==> src/rtl/useq_pkg.sv <==
package useq_pkg;

  typedef enum logic [2:0] {
    UM_STEP     = 3'd0,
    UM_JZ0      = 3'd1,
    UM_JZ1      = 3'd2,
    UM_JU0      = 3'd3,
    UM_SKIP     = 3'd4,
    UM_DISPATCH = 3'd5,
    UM_TRAP     = 3'd6,
    UM_RSVD     = 3'd7
  } umode_e;

  localparam int UMODE_W = 3;

endpackage

==> src/rtl/useq_cond.sv <==
module useq_cond
  import useq_pkg::*;
#(
  parameter int UCNT_W = 3
) (
  input  logic [UMODE_W-1:0] mode,
  input  logic               zflag,
  input  logic [UCNT_W-1:0]  ucount,
  output logic               take_target
);

  umode_e mode_e;
  assign mode_e = umode_e'(mode);

  always_comb begin
    case (mode_e)
      UM_JZ0:  take_target = ~zflag;
      UM_JZ1:  take_target = zflag;
      UM_JU0:  take_target = (ucount == '0);
      default: take_target = 1'b0;
    endcase
  end

endmodule

==> src/rtl/useq_skip.sv <==
module useq_skip #(
  parameter int UADDR_W = 8,
  parameter int UCNT_W  = 3,
  parameter int MAXV    = 4
) (
  input  logic [UCNT_W-1:0]  ucount,
  output logic [UADDR_W-1:0] skip_adv
);

  // steps to jump over, plus one to leave the skip word itself
  function automatic logic [UADDR_W-1:0] advance_of(input logic [UCNT_W-1:0] cnt);
    int live;
    live = (int'(cnt) > MAXV) ? MAXV : int'(cnt);
    return UADDR_W'(1 + MAXV - live);
  endfunction

  assign skip_adv = advance_of(ucount);

endmodule

==> src/rtl/useq_dispatch.sv <==
module useq_dispatch #(
  parameter int UADDR_W   = 8,
  parameter int OPC_W     = 5,
  parameter int NUM_OPS   = 24,
  parameter int BASE      = 16,
  parameter int STRIDE    = 8,
  parameter int TRAP_ADDR = 248
) (
  input  logic [OPC_W-1:0]   opcode,
  output logic [UADDR_W-1:0] dispatch_addr,
  output logic               dispatch_undef
);

  localparam bit STRIDE_POW2 = ((STRIDE & (STRIDE - 1)) == 0);
  localparam int SHIFT       = (STRIDE > 1) ? $clog2(STRIDE) : 0;

  logic [UADDR_W-1:0] slot_offset;

  generate
    if (STRIDE_POW2) begin : g_shift
      assign slot_offset = UADDR_W'(opcode) << SHIFT;
    end else begin : g_mult
      assign slot_offset = UADDR_W'(int'(opcode) * STRIDE);
    end
  endgenerate

  assign dispatch_undef = (int'(opcode) >= NUM_OPS);
  assign dispatch_addr  = dispatch_undef ? UADDR_W'(TRAP_ADDR)
                                         : UADDR_W'(BASE) + slot_offset;

endmodule

==> src/rtl/useq_sequencer.sv <==
module useq_sequencer
  import useq_pkg::*;
#(
  parameter int UADDR_W    = 8,
  parameter int OPC_W      = 5,
  parameter int UCNT_W     = 3,
  parameter int MAXV       = 4,
  parameter int FETCH_ADDR = 0,
  parameter int TRAP_ADDR  = 248,
  parameter int NUM_OPS    = 24,
  parameter int DISP_BASE  = 16,
  parameter int DISP_STEP  = 8
) (
  input  logic               clk,
  input  logic               rst_n,
  input  logic [2:0]         mode,
  input  logic [UADDR_W-1:0] target,
  input  logic               zflag,
  input  logic [UCNT_W-1:0]  ucount,
  input  logic [OPC_W-1:0]   opcode,
  output logic [UADDR_W-1:0] upc,
  output logic [UADDR_W-1:0] next_upc,
  output logic               trap_pulse
);

  localparam logic [UADDR_W-1:0] FETCH_UA = UADDR_W'(FETCH_ADDR);
  localparam logic [UADDR_W-1:0] ONE_UA   = UADDR_W'(1);

  umode_e             mode_e;
  logic               take_target;
  logic [UADDR_W-1:0] skip_adv;
  logic [UADDR_W-1:0] dispatch_addr;
  logic               dispatch_undef;
  logic [UADDR_W-1:0] seq_addr;
  logic               trap_now;

  assign mode_e   = umode_e'(mode);
  assign seq_addr = upc + ONE_UA;
  assign trap_now = (mode_e == UM_TRAP);

  useq_cond #(.UCNT_W(UCNT_W)) u_cond (
    .mode        (mode),
    .zflag       (zflag),
    .ucount      (ucount),
    .take_target (take_target)
  );

  useq_skip #(.UADDR_W(UADDR_W), .UCNT_W(UCNT_W), .MAXV(MAXV)) u_skip (
    .ucount   (ucount),
    .skip_adv (skip_adv)
  );

  useq_dispatch #(
    .UADDR_W   (UADDR_W),
    .OPC_W     (OPC_W),
    .NUM_OPS   (NUM_OPS),
    .BASE      (DISP_BASE),
    .STRIDE    (DISP_STEP),
    .TRAP_ADDR (TRAP_ADDR)
  ) u_dispatch (
    .opcode         (opcode),
    .dispatch_addr  (dispatch_addr),
    .dispatch_undef (dispatch_undef)
  );

  always_comb begin
    case (mode_e)
      UM_JZ0, UM_JZ1, UM_JU0: next_upc = take_target ? target : seq_addr;
      UM_SKIP:                next_upc = upc + skip_adv;
      UM_DISPATCH:            next_upc = dispatch_addr;
      UM_TRAP:                next_upc = FETCH_UA;
      default:                next_upc = seq_addr;
    endcase
  end

  always_ff @(posedge clk or negedge rst_n) begin
    if (!rst_n) begin
      upc        <= FETCH_UA;
      trap_pulse <= 1'b0;
    end else begin
      upc        <= next_upc;
      trap_pulse <= trap_now;
    end
  end

endmodule

==> config.mk <==
export PLATFORM = sky130hd
export DESIGN_NAME = useq_sequencer
export DESIGN_NICKNAME = d
export VERILOG_FILES = /design/src/rtl/useq_pkg.sv /design/src/rtl/useq_cond.sv /design/src/rtl/useq_skip.sv /design/src/rtl/useq_dispatch.sv /design/src/rtl/useq_sequencer.sv
export SDC_FILE = /design/constraint.sdc
export NUM_CORES = 1
export LEC_CHECK = 0
export CAP_MARGIN = 10
export CORE_MARGIN = 5
export CORE_UTILIZATION = 37
export CTS_CLUSTER_SIZE = 28
export DETAILED_ROUTE_END_ITERATION = 8
export PLACE_DENSITY_LB_ADDON = 0.3
export SLEW_MARGIN = 40
export SYNTH_ARGS = -nofsm -noshare
export SYNTH_HDL_FRONTEND = slang
export SYNTH_SLANG_ARGS = --single-unit
==> constraint.sdc <==
create_clock -name clk -period 3.55 [get_ports clk]
set_input_delay 0.8875 -clock clk [delete_from_list [all_inputs] [get_ports clk]]
set_output_delay 0.8875 -clock clk [all_outputs]
set_load 0.05 [all_outputs]
Yosys cells after proc, flatten, opt, wreduce, memory -nomap -nowiden
Cells that the tools add are included.

cells by class
  add/sub/neg operators = 4
  order comparisons = 2
  eq/ne operators = 6
  multiplexer cells = 5
  bitwise operators = 1
  reductions and logical operators = 2

operators by type and width
  operator                                                           number
  8-bit case mux with 4 select lines                                 1
  8-bit two-way mux                                                  2
  3-bit == test, second input constant                               3
  5-bit by 8-bit adder with 8-bit output, first input constant       1
  8-bit by 1-bit adder with 8-bit output, second input constant      1
  8-bit adder                                                        1
  4-bit by 8-bit subtractor with 8-bit output, first input constant  1
  3-bit by 2-bit == test with 1-bit output, second input constant    2
  5-bit >= comparator, second input constant                         1
  3-bit by 1-bit == test with 1-bit output, second input constant    1
  3-bit > comparator, second input constant                          1
  3-bit logical NOT                                                  1
  3-bit two-way mux                                                  1
  1-bit case mux with 3 select lines                                 1
  3-bit OR reduction                                                 1
  1-bit NOT                                                          1

storage, ports and cells
  register bits = 9
  input bits = 22
  output and inout bits = 17
  logic and storage cells = 22

Logic depth before layout (Yosys ltp)
  word-level depth = 5
  mapped depth = 11

Hierarchy
Synthesis repeated with hierarchy kept, for this count alone.

unflattened totals
  cells, all modules = 146
  area total of the unflattened synthesis = 1162.4 um^2

by module, submodules not included
  module          times used  cells each  area each (um^2)  sequential area each (um^2)
  useq_sequencer  1           120         988.4             225.2
  useq_dispatch   1           14          86.3              0.0
  useq_skip       1           9           57.6              0.0
  useq_cond       1           3           30.0              0.0

Worst setup path before layout
Ideal clock, no wire load.

  path type = input port to output port
  from = input ucount[2]
  to = output next_upc[4]
  data arrival time = 3.104 ns
  required time = 2.663 ns
  slack = -0.441 ns
  stages on the path = 8
  path buffers = 0
  path through = ha_1 -> inv_1 -> ha_1 -> a211oi_1 -> or2_1 -> a311oi_1 -> a21oi_1 -> a2bb2oi_1

on the way
  word-level cells in the longest chain between the ends = 5
  elaborated cells between the ends (all ways) = 8
  classes of those cells = add/sub (2); order compare (1); mux (4); reduce/logical (1)

RTL lines
  element                                      line                  source
  from (decl)                                  useq_sequencer.sv:19  input logic [UCNT_W-1:0] ucount,
  3-bit > comparator                           useq_skip.sv:13       live = (int'(cnt) > MAXV) ? MAXV : int'(cnt);
  3-bit two-way mux                            useq_skip.sv:13
  4-bit by 8-bit subtractor with 8-bit output  useq_skip.sv:14       return UADDR_W'(1 + MAXV - live);
  8-bit adder                                  useq_sequencer.sv:69  UM_SKIP: next_upc = upc + skip_adv;
  8-bit case mux with 4 select lines (*)       useq_sequencer.sv:67  case (mode_e)
  to (decl)                                    useq_sequencer.sv:22  output logic [UADDR_W-1:0] next_upc,

Mark *: on every way between the ends. The rest lies on a longest branch, timed or not.

Worst setup path after layout
  from = input ucount[1]
  to = output next_upc[7]

The elaborated chain is that of the path after synthesis.

==> impl_metrics.yaml <==
placed_design:
  replace_congestion: 0.897
  port-buffer-count: 38
  post-dp-hpwl_um: 3260
  post-place-cells: 252
worst_setup_path:
  timing.setup.critical_path_class: "in -> out"
  max_stage_delay_ns: 0.32
  cp_slowest_cell: "sky130_fd_sc_hd__mux2i_2"
  cpLargestDelayFamily: "adder cells"
  start_kind: "input port"
  end_kind: "output pin"
  timing.critical_path.mode_cell: "sky130_fd_sc_hd__ha_4"
  critical_path.cell_chain: "buf_6 > nor2b_4 > ha_4 > inv_4 > ha_4 > inv_2 > fa_2 > nor2b_2 > o31a_1 > o22ai_2 > mux2i_2 > a2bb2oi_4 > buf_12"
  crit_buf_inv: 4
  timing.critical_path.required_ns: 2.66
  critPathArrivalTime_ns: 2.94
  critical_path_peak_fanout: 2
floorplanning:
  initial_utilization_pct: 38.6
  design.die.area_um2: 4450
  placeableCoreArea_um2: 3080
  num_io_pins: 39
  floorplan.die.height_um: 66.7
  floorplan.rows: 20
  die_w_um: 66.7
min_path:
  worstHoldPathType: "reg -> reg"
routing:
  post_drt_wl_per_cell_um: 16.5
  drt_wl_total_um: 4330
  drt-pass1-iter-count: 4
  antenna_violating_nets_post_route: 0
  dr_total_vias: 1428
  drt_drc: 0
  drt_first_iter_violations: 59
  vias_per_cell: 5.43
logic_synthesis:
  syn-cell-area_um2: 1190
  netlist.area_leader.share_pct: 18.9
  synth_top_cell_by_area: "sky130_fd_sc_hd__dfrtp_1"
  ys_seq_area_share_pct: 18.9
  yosys.cell_types.count: 53
  ys_async_sr_fraction_pct: 100
  syn_inst: 144
  syn_nets: 181
  most_common_flop_cell_mapped_by_yosys: "sky130_fd_sc_hd__dfrtp_1"
  synth-warning-count: 0
  number_of_enable_flip_flop_cells_after_synthesis: 0
  mean_instance_size_in_the_synthesized_netlist_um2: 8.25
  leading_cell_types_by_total_area_after_synthesis: "sky130_fd_sc_hd__dfrtp_1, sky130_fd_sc_hd__ha_1, sky130_fd_sc_hd__inv_1"
  ys_ff_latch: 9
clocking:
  cts_sinks: 9
  cts_buffers: 3
  cts-hold-fix-buffers: 0
  tritoncts: "done"
  clk_pin_slew_ns: 0.07
  ctsLongestPathBuffers: 2
  cts_h_tree_depth: 1
  cts_root_buf: "sky130_fd_sc_hd__clkbuf_4"
  clock_insertion_delay_worst_skew_ns: 0.27
timing:
  period_needed_ns: 3.82
  hold_slack_ns: 0.742
  rsz0062_at_grt: "yes"
  setup_viol_count_final: 5
  timing.final.crit_share_pct: 108
  final.setup_skew_ns: 0.00302
  fin_ws_ns: -0.273
  max_slew.worst_pin.slew_ns: 0.518
  relSlewSlack_pct: 65.4
  tns_ns: -1.19
  hold_viol: 0
  fmax_mhz: 262
  drv_slew: 0
final_layout:
  final-instance-count-excl-fill: 263
  area_delta_synth_final_pct: 80.2
  antenna_cells: 0
  nNetsFinal: 257
  share_of_final_layout_standard_cells_stronger_than_drive_strength_1_pct: 37.0
power:
  ir_drop_uv: 277
  power_per_cell_area_nw_per_um2: 564
  leakage_nw: 0.942
status:
  run_status: "complete, but fails checks"
  violations: "setup timing"
grt:
  first_global_vias: 1522
  grt_start_max_net_pins: 11
  globalRouteTotalUtil_pct: 21.6
  grt_pass1_wl_um: 7270
  gr-total-overflow: 0
  antenna_found_initial: 0
flow_run:
  maxCapViolCount: 0
[worst reg2reg max path, stage by stage (launching register included)]
cell                       delay [ns]
sky130_fd_sc_hd__dfrtp_1         0.43
sky130_fd_sc_hd__inv_1           0.11
sky130_fd_sc_hd__ha_4            0.25
sky130_fd_sc_hd__inv_4           0.06
sky130_fd_sc_hd__ha_4            0.14
sky130_fd_sc_hd__inv_2           0.04
sky130_fd_sc_hd__fa_2            0.34
sky130_fd_sc_hd__nor2b_2         0.15
sky130_fd_sc_hd__o31a_1          0.17
sky130_fd_sc_hd__buf_4           0.12
sky130_fd_sc_hd__nand2b_4        0.11
sky130_fd_sc_hd__o21ai_1         0.06
sky130_fd_sc_hd__o211a_4         0.25
sky130_fd_sc_hd__buf_4           0.13
[synth_stat cells, drive strengths merged (3+ instances only)]
cell type / count
a21oi: 6
buf: 3
dfrtp: 9
ha: 14
inv: 14
nand2: 14
nand2b: 3
nand3: 3
nor2: 10
nor2b: 5
nor3: 5
nor3b: 3
o21ai: 6
xnor2: 6
[cell families (layout without fill, tap and decap cells)]
kind of cell,after synthesis,after routing,share of synthesized area (%)
flip-flops,9,9,18.9
buffers and inverters,17,92,6.21
AO/OA/AOI/OAI,39,39,25.8
XOR/XNOR,8,8,5.89
adder cells (fa/ha/maj),15,15,16.4
multiplexers,3,3,2.63
AND/OR/NAND/NOR,53,53,24.1
[flip-flops by register name (all words and copies together) (netlist names)]
signal / flops
trap_pulse: 1
upc: 8
[area by class of cell]
type	instances	area, um^2
timing repair buffer	74	721
sequential	9	225
clock buffer	4	26.3
inverter	14	55.1
tap	44	55.1
multi-input combinational	118	1060
fill	252	936
[worst paths after layout]
| path | slack (ns) | cells past startpoint | endpoint | startpoint |
|---|---|---|---|---|
| max in group asynchronous | 2.26 | 1 | upc[4] | rst_n |
| max | -0.27 | 13 | next_upc[7] | ucount[1] |
| min reg2reg | 0.74 | 2 | upc[7] | upc[7] |
| min | 0.74 | 2 | upc[7] | upc[7] |
| max reg2reg | 1.10 | 13 | upc[5] | upc[1] |
| min in group asynchronous | 0.95 | 1 | upc[1] | rst_n |
[repair_timing]
action / in CTS / in global routing
gates resized for setup: 38 / 12
endpoints found under the setup margin: 7 / 7
setup buffers: 6 / 2
pin swaps: 12 / 12
[power by group]
group | switching (mW) | leakage [nW] | internal [mW]
Sequential | 0.0373 | 0.112 | 0.127
Clock | 0.0417 | 0.0150 | 0.0435
Combinational | 0.512 | 0.814 | 0.446
Total | 0.591 | 0.942 | 0.617
[stage by stage]
| stage | cell area (um^2) | total power [mW] | setup slack [ns] | util [%] |
|---|---|---|---|---|
| after floorplan | 1220 | 0.662 | -0.130 | - |
| after global placement | 1890 | 0.944 | -0.763 | 61.5 |
| after detailed placement | 1890 | 0.964 | -0.853 | 61.5 |
| after CTS | 2100 | 1.17 | -0.323 | 68.2 |
| after global routing | 2140 | 1.28 | -0.380 | 69.6 |
| final | 2140 | 1.21 | -0.273 | 69.6 |
[routing by layer]
metal / share of wire (%) / GRT usage (%)
met4: 1.8 / 8.88
met1: 42 / 24.4
met5: 0 / 0
met2: 52 / 39.6
met3: 4.7 / 3.54
[placed cells by master (no fill, tap or decap), types with 2 or more instances in the layout]
cell and instances:
sky130_fd_sc_hd__o21a_1 2, sky130_fd_sc_hd__nand4_1 2, sky130_fd_sc_hd__ha_4 3, sky130_fd_sc_hd__nor2_1 9, sky130_fd_sc_hd__buf_4 35, sky130_fd_sc_hd__nand2_1 13
sky130_fd_sc_hd__clkdlybuf4s50_1 25, sky130_fd_sc_hd__o211ai_1 2, sky130_fd_sc_hd__a21oi_1 4, sky130_fd_sc_hd__nand2b_1 2, sky130_fd_sc_hd__dfrtp_1 9, sky130_fd_sc_hd__nor2b_1 3
sky130_fd_sc_hd__inv_1 12, sky130_fd_sc_hd__a221o_1 2, sky130_fd_sc_hd__buf_6 5, sky130_fd_sc_hd__xnor2_1 5, sky130_fd_sc_hd__nor3b_1 2, sky130_fd_sc_hd__a21oi_2 2
sky130_fd_sc_hd__buf_12 4, sky130_fd_sc_hd__o21ai_1 3, sky130_fd_sc_hd__o21ai_0 3, sky130_fd_sc_hd__clkbuf_4 3, sky130_fd_sc_hd__o31ai_1 2, sky130_fd_sc_hd__nor3_1 4
sky130_fd_sc_hd__nand3_1 3, sky130_fd_sc_hd__ha_1 10, sky130_fd_sc_hd__xor2_1 2, sky130_fd_sc_hd__o22ai_2 2
Power figures use the tool's default switching activity.
